### src/rtl/mtd_pkg.sv
package mtd_pkg;

   typedef enum logic [1:0] {
      ST_HUNT,
      ST_SYNC,
      ST_ID,
      ST_DATA
   } mtd_state_e;

   localparam int FL_IDERR = 0;
   localparam int FL_SYNC  = 1;
   localparam int FL_RATE  = 2;
   localparam int FL_CERR  = 3;
   localparam int FL_EOM   = 4;
   localparam int FL_DRDY  = 5;
   localparam int FL_N     = 6;
   localparam int SYNC_MAX = 18;

   function automatic int sync_halves(input logic [1:0] sel);
      case (sel)
         2'd0:    return 12;
         2'd1:    return 15;
         default: return 18;
      endcase
   endfunction

   function automatic int id_bits(input logic [1:0] sel, input int full_w);
      case (sel)
         2'd0:    return 0;
         2'd1:    return full_w / 2;
         default: return full_w;
      endcase
   endfunction

endpackage

### src/rtl/mtd_preamble_hunt.sv
module mtd_preamble_hunt #(
   parameter int PRE_MIN = 4
) (
   input  logic clk,
   input  logic rst,
   input  logic clear,
   input  logic stb,
   input  logic rx,
   output logic hit
);
   localparam int HEAD = 3;
   localparam int W    = 2 * PRE_MIN + HEAD;

   logic [W-1:0] pat;
   logic [W-1:0] hist;
   logic [W-1:0] nxt;

   // newest sample at bit 0: three high halves, before them alternating L/H pairs
   for (genvar i = 0; i < W; i++) begin : g_pat
      if (i < HEAD) begin : g_head
         assign pat[i] = 1'b1;
      end else begin : g_pre
         assign pat[i] = ((i - HEAD) % 2) == 1;
      end
   end

   assign nxt = {hist[W-2:0], rx};
   assign hit = stb && (nxt == pat);

   always_ff @(posedge clk) begin
      if (rst || clear) begin
         hist <= '0;
      end else if (stb) begin
         hist <= nxt;
      end
   end
endmodule

### src/rtl/mtd_gap_timer.sv
module mtd_gap_timer #(
   parameter int MAX_GAP = 64
) (
   input  logic clk,
   input  logic rst,
   input  logic run,
   input  logic stb,
   output logic expire
);
   localparam int GW = $clog2(MAX_GAP);

   logic [GW-1:0] cnt;

   assign expire = run && !stb && (cnt == GW'(MAX_GAP - 1));

   always_ff @(posedge clk) begin
      if (rst || !run || stb || expire) begin
         cnt <= '0;
      end else begin
         cnt <= cnt + 1'b1;
      end
   end
endmodule

### src/rtl/mtd_sticky_flags.sv
module mtd_sticky_flags #(
   parameter int N = 6
) (
   input  logic         clk,
   input  logic         rst,
   input  logic         wipe,
   input  logic         clr,
   input  logic [N-1:0] set,
   output logic [N-1:0] q
);
   for (genvar i = 0; i < N; i++) begin : g_flag
      always_ff @(posedge clk) begin
         if (rst || wipe) begin
            q[i] <= 1'b0;
         end else if (set[i]) begin
            q[i] <= 1'b1;
         end else if (clr) begin
            q[i] <= 1'b0;
         end
      end
   end
endmodule

### src/rtl/mtd_frame_decoder.sv
module mtd_frame_decoder #(
   parameter int PRE_MIN = 4,
   parameter int BYTE_W  = 8,
   parameter int ID_W    = 16,
   parameter int MAX_GAP = 64
) (
   input  logic              clk,
   input  logic              rst,
   input  logic              en,
   input  logic              half_stb,
   input  logic              rx,
   input  logic [1:0]        sync_sel,
   input  logic [1:0]        id_sel,
   input  logic [ID_W-1:0]   id_ref,
   input  logic              irq_en,
   input  logic              clr,
   output logic [BYTE_W-1:0] data_o,
   output logic              drdy_o,
   output logic              irq_o,
   output logic [4:0]        status_o,
   output logic              frame_err_o
);
   import mtd_pkg::*;

   localparam int CNT_MAX = (ID_W > SYNC_MAX) ? ((ID_W > BYTE_W) ? ID_W : BYTE_W)
                                              : ((SYNC_MAX > BYTE_W) ? SYNC_MAX : BYTE_W);
   localparam int CW = $clog2(CNT_MAX + 1);

   if (PRE_MIN < 1) begin : g_bad_pre
      $error("PRE_MIN must be at least 1");
   end
   if (BYTE_W < 2) begin : g_bad_byte
      $error("BYTE_W must be at least 2");
   end
   if ((ID_W < 2) || (ID_W % 2) != 0) begin : g_bad_id
      $error("ID_W must be even and at least 2");
   end
   if (MAX_GAP < 4) begin : g_bad_gap
      $error("MAX_GAP must be at least 4");
   end

   mtd_state_e        st, st_n;
   logic [CW-1:0]     cnt, cnt_n;
   logic              ph, ph_n;
   logic              h0, h0_n;
   logic [BYTE_W-2:0] sh, sh_n;
   logic [BYTE_W-1:0] byte_nxt;
   logic              load;
   logic [FL_N-1:0]   setv;
   logic [FL_N-1:0]   flg;
   logic              hit, gap_exp;
   logic [CW-1:0]     slen, shi, idl, id_idx;
   logic              id_exp, bitv, pair_ok;

   assign slen   = CW'(sync_halves(sync_sel));
   assign shi    = CW'((sync_halves(sync_sel) + 1) / 2);
   assign idl    = CW'(id_bits(id_sel, ID_W));
   assign id_idx = idl - cnt - 1'b1;

   always_comb begin
      id_exp = 1'b0;
      for (int k = 0; k < ID_W; k++) begin
         if (id_idx == CW'(k)) id_exp = id_ref[k];
      end
   end

   assign bitv     = rx;
   assign pair_ok  = (h0 != rx);
   assign byte_nxt = {sh, bitv};

   mtd_preamble_hunt #(.PRE_MIN(PRE_MIN)) u_hunt (
      .clk   (clk),
      .rst   (rst),
      .clear (!en || (st != ST_HUNT)),
      .stb   (half_stb),
      .rx    (rx),
      .hit   (hit)
   );

   mtd_gap_timer #(.MAX_GAP(MAX_GAP)) u_gap (
      .clk    (clk),
      .rst    (rst),
      .run    (en && (st != ST_HUNT)),
      .stb    (half_stb),
      .expire (gap_exp)
   );

   always_comb begin
      st_n  = st;
      cnt_n = cnt;
      ph_n  = ph;
      h0_n  = h0;
      sh_n  = sh;
      load  = 1'b0;
      setv  = '0;
      if (gap_exp) begin
         setv[FL_RATE] = 1'b1;
         st_n          = ST_HUNT;
      end else if (half_stb) begin
         case (st)
            ST_HUNT: begin
               if (hit) begin
                  st_n  = ST_SYNC;
                  cnt_n = CW'(3);
               end
            end
            ST_SYNC: begin
               if (rx != (cnt < shi)) begin
                  setv[FL_SYNC] = 1'b1;
                  st_n          = ST_HUNT;
               end else if (cnt == slen - 1'b1) begin
                  cnt_n = '0;
                  ph_n  = 1'b0;
                  st_n  = (idl == '0) ? ST_DATA : ST_ID;
               end else begin
                  cnt_n = cnt + 1'b1;
               end
            end
            default: begin
               if (!ph) begin
                  h0_n = rx;
                  ph_n = 1'b1;
               end else begin
                  ph_n = 1'b0;
                  if (!pair_ok) begin
                     setv[FL_CERR] = 1'b1;
                     setv[FL_EOM]  = (st == ST_DATA) && (cnt == '0);
                     st_n          = ST_HUNT;
                  end else if (st == ST_ID) begin
                     if (bitv != id_exp) begin
                        setv[FL_IDERR] = 1'b1;
                        st_n           = ST_HUNT;
                     end else if (cnt == idl - 1'b1) begin
                        cnt_n = '0;
                        st_n  = ST_DATA;
                     end else begin
                        cnt_n = cnt + 1'b1;
                     end
                  end else begin
                     sh_n = byte_nxt[BYTE_W-2:0];
                     if (cnt == CW'(BYTE_W - 1)) begin
                        load          = 1'b1;
                        setv[FL_DRDY] = 1'b1;
                        cnt_n         = '0;
                     end else begin
                        cnt_n = cnt + 1'b1;
                     end
                  end
               end
            end
         endcase
      end
   end

   always_ff @(posedge clk) begin
      if (rst || !en) begin
         st  <= ST_HUNT;
         cnt <= '0;
         ph  <= 1'b0;
         h0  <= 1'b0;
         sh  <= '0;
      end else begin
         st  <= st_n;
         cnt <= cnt_n;
         ph  <= ph_n;
         h0  <= h0_n;
         sh  <= sh_n;
      end
   end

   always_ff @(posedge clk) begin
      if (rst || !en) begin
         data_o <= '0;
      end else if (load) begin
         data_o <= byte_nxt;
      end
   end

   mtd_sticky_flags #(.N(FL_N)) u_flags (
      .clk  (clk),
      .rst  (rst),
      .wipe (!en),
      .clr  (clr),
      .set  (setv),
      .q    (flg)
   );

   assign status_o    = flg[FL_EOM:FL_IDERR];
   assign drdy_o      = flg[FL_DRDY];
   assign irq_o       = drdy_o && irq_en;
   assign frame_err_o = flg[FL_IDERR] || flg[FL_SYNC] || flg[FL_RATE]
                        || (flg[FL_CERR] && !flg[FL_EOM]);
endmodule

### config.mk
export PLATFORM = sky130hd
export DESIGN_NAME = mtd_frame_decoder
export DESIGN_NICKNAME = d
export VERILOG_FILES = /design/src/rtl/mtd_pkg.sv /design/src/rtl/mtd_preamble_hunt.sv /design/src/rtl/mtd_gap_timer.sv /design/src/rtl/mtd_sticky_flags.sv /design/src/rtl/mtd_frame_decoder.sv
export SDC_FILE = /design/constraint.sdc
export NUM_CORES = 1
export LEC_CHECK = 0
export BUFFER_PORTS_ARGS = -buffer_cell sky130_fd_sc_hd__buf_2
export CAP_MARGIN = 30
export CORE_UTILIZATION = 50
export CTS_BUF_LIST = sky130_fd_sc_hd__clkbuf_4 sky130_fd_sc_hd__clkbuf_8
export DETAILED_ROUTE_END_ITERATION = 6
export GPL_TIMING_DRIVEN = 1
export PLACE_DENSITY = 0.74
export SETUP_SLACK_MARGIN = 0.5
export SLEW_MARGIN = 20
export SYNTH_ARGS = -nofsm -noshare
export SYNTH_HDL_FRONTEND = slang
export SYNTH_SLANG_ARGS = --single-unit
### constraint.sdc
create_clock -name clk -period 3.5 [get_ports clk]
set_input_delay 0.175 -clock clk [delete_from_list [all_inputs] [get_ports clk]]
set_output_delay 0.175 -clock clk [all_outputs]
set_load 0.01 [all_outputs]
==> metrics.cfg <==
[outcome]
run_status = finished clean

[layout]
area_growth_pct = 14.0
antenna_cells = 0
nFillCells = 447
nets = 369
fin_cells = 401
drive_gt1_frac = 0.165

[placement]
place_inst = 393
pre_cts_ws_ns = 0.618
dp_hpwl_mm = 3.88
portBuffers = 42
gp_congestion = 0.876

[grt]
grt_pass1_wl_mm = 8.83
grt_pass1_vias = 2012
grt_max_degree = 22
grt_overflow = 0
grt_usage = 0.212
antenna_found_initial = 0

[synth]
syn_nets = 334
yosys_warnings = 0
syn_area_per_cell_um2 = 8.44
ys_seq_elements = 46
syn-cell-area_um2 = 2510
synthDistinctLibCells = 54
async_reset_ff_frac = 0
syn_inst = 298
synth_ff_type = dfxtp_1
yosysSeqAreaShare = 0.366
synth_edf_count = 0

[routing]
first_iter_violations = 151
vias = 2261
wirelength_mm = 5.37
wl_per_cell_um = 13.4
drtPass1Iterations = 5
antenna_left = 0
viasPerCell = 5.64
drc_errors = 0

[timing]
rsz0062_at_grt = no
maxSlewViolCount = 0
postLayoutSetupSlackWorst_ns = 0.670
tightest_slew_ns = 0.748
period_needed_ns = 2.83
period_share = 0.809
setup_viol = 0
fin_skew_ns = 0.00780
hold_viol = 0
fmax_ghz = 0.353
setup_tns_ns = 0
hold-worst-slack_ns = 0.158
max-slew-margin-rel = 0.496

[setup_path]
critPathMaxFanout = 8
crit_path_end_kind = flop
arrival_ns = 3.03
reg2reg_setup_slack_ns = 0.67
r2r-start = cnt[1]
rr_endpoint = cnt[3]
startpoint_type = flop
crit_type = reg2reg
cp.required_ns = 3.70
rr_worst_depth = 9

[hold_path]
min_from = rst
whs_path_depth = 3
hold-path-endpoint = cnt[3]
hold_class = in2reg

[floorplanning]
coreArea_um2 = 4790
die_h_um = 72.9
rows = 25
initial_utilization = 0.525
die_w_um = 72.9
io_pins = 43
dieArea_um2 = 5320

[cts]
root_buffer = clkbuf_8
cts_made_buffers = 5
htree_levels = 2
clk_path_buf_depth = 2
cts_sinks = 46
clk_pin_slew_ns = 0.08
clk_latency_ns = 0.30
ctsHoldBuffers = 0
post_cts_buffers = 0
cts_tree = done
ctsResizeCount = 0

[pwr]
peakVddDrop_v = 0.000372
swShare = 0.220
leakage_nw = 1.11
powerDensity_nw_per_um2 = 342
seqPwrFrac = 0.534
clkPwrFrac = 0.402
p_comb_frac = 0.063
intPower_mw = 0.764
p_sw_mw = 0.216
report.power.total_mw = 0.980

[run]
drv_cap = 0

-- cells in the final DEF, fill, tap and decap left out, types with 2 or more instances in the layout --
cell type and instances:
nand3b_1 5, clkbuf_8 5, buf_2 42, a311oi_1 3, nor4b_1 2, mux2i_1 28
and2_1 2, nor2_1 48, nand2_1 19, o22ai_1 3, xor2_1 3, nand3_1 7
and3_1 7, o21bai_1 2, inv_1 9, ha_1 8, a21oi_1 19, nand4_1 3
dfxtp_1 46, o31ai_1 2, o21a_1 3, o21ai_0 8, nand2b_1 6, a22oi_1 2
nor3_1 6, nor4_1 4, nor3b_1 3, nor2b_1 7, xnor2_1 2, and4_1 2
-- synthesized netlist by cell type (3+ instances only) --
master,count,area share
a21oi_1,19,0.038
a311oi_1,3,0.010
and3_1,7,0.017
buf_2,4,0.0080
clkbuf_1,8,0.012
dfxtp_1,46,0.37
ha_1,9,0.045
inv_1,9,0.013
mux2i_1,28,0.11
nand2_1,19,0.028
nand2b_1,6,0.015
nand3_1,7,0.014
nand3b_1,5,0.015
nand4_1,3,0.0075
nor2_1,48,0.072
nor2b_1,7,0.017
nor3_1,6,0.012
nor3b_1,3,0.0090
nor4_1,4,0.0099
o21a_1,3,0.0090
o21ai_0,8,0.016
o22ai_1,3,0.0075
xor2_1,3,0.010
-- power groups by stage --
| stage | clock network [mW] | logic (mW) | registers, mW |
|---|---|---|---|
| after CTS | 0.406 | 0.0616 | 0.524 |
| after detailed placement | 0 | 0.0613 | 0.536 |
| after global routing | 0.426 | 0.0683 | 0.524 |
| final | 0.394 | 0.0618 | 0.524 |
| after global placement | 0 | 0.0597 | 0.536 |
| after floorplan | 0 | 0.0372 | 0.536 |
-- kinds of logic after synthesis --
| logic type | count (synthesis) | share of synthesized area |
|---|---|---|
| flip-flops | 46 | 0.366 |
| XOR/XNOR | 6 | 0.0264 |
| adder cells (fa/ha/maj) | 9 | 0.0448 |
| buffers and inverters | 24 | 0.0408 |
| multiplexers | 29 | 0.117 |
| AO/OA/AOI/OAI | 59 | 0.156 |
| AND/OR/NAND/NOR | 125 | 0.249 |
-- per-stage QoR --
step	instance area (um^2)	utilization
2_1_floorplan	2510	-
3_3_place_gp	2740	0.573
3_5_place_dp	2750	0.575
4_1_cts	2860	0.598
5_1_grt	2870	0.599
6_report	2870	0.599
-- cell type report --
cell class	instances	area, um^2	share of cell area
clock buffer	5	68.8	0.0240
timing repair buffer	43	221	0.0772
tap	67	83.8	0.0292
inverter	9	33.8	0.0118
sequential	46	921	0.321
clock inverter	3	43.8	0.0153
multi-input combinational	228	1500	0.521
-- registers in the layout, indices dropped and copies added, names as in the netlist --
signal and flops:
sh 7, data_o 8, st 2, u_flags.q 6
h0 1, u_gap.cnt 6, cnt 5, u_hunt.hist 10
ph 1
-- layer usage --
layer  share of wire  track usage  up-vias
met5               0            0        -
li1                -            -     1136
met3           0.068       0.0387        8
met1            0.47        0.283     1030
met4           0.016       0.0959        0
met2            0.45        0.334       87
-- how the worst max path moves through the flow --
stage,start,endpoint,depth (start not counted)
floorplan,cnt[0],cnt[3],10
global placement,cnt[0],cnt[3],9
detailed placement,cnt[0],cnt[1],9
CTS,cnt[0],cnt[1],9
global route,cnt[2],cnt[0],7
finish,cnt[1],cnt[3],9
-- critical path, cell delays in order, from the launching register on --
cell	delay, ns
dfxtp_1	0.46
inv_1	0.14
ha_1	0.29
nor4b_1	0.36
a221o_1	0.20
o22ai_1	0.08
o32a_2	0.38
mux2_4	0.36
o31a_1	0.30
o21a_1	0.17
Power figures use the tool's default switching activity.
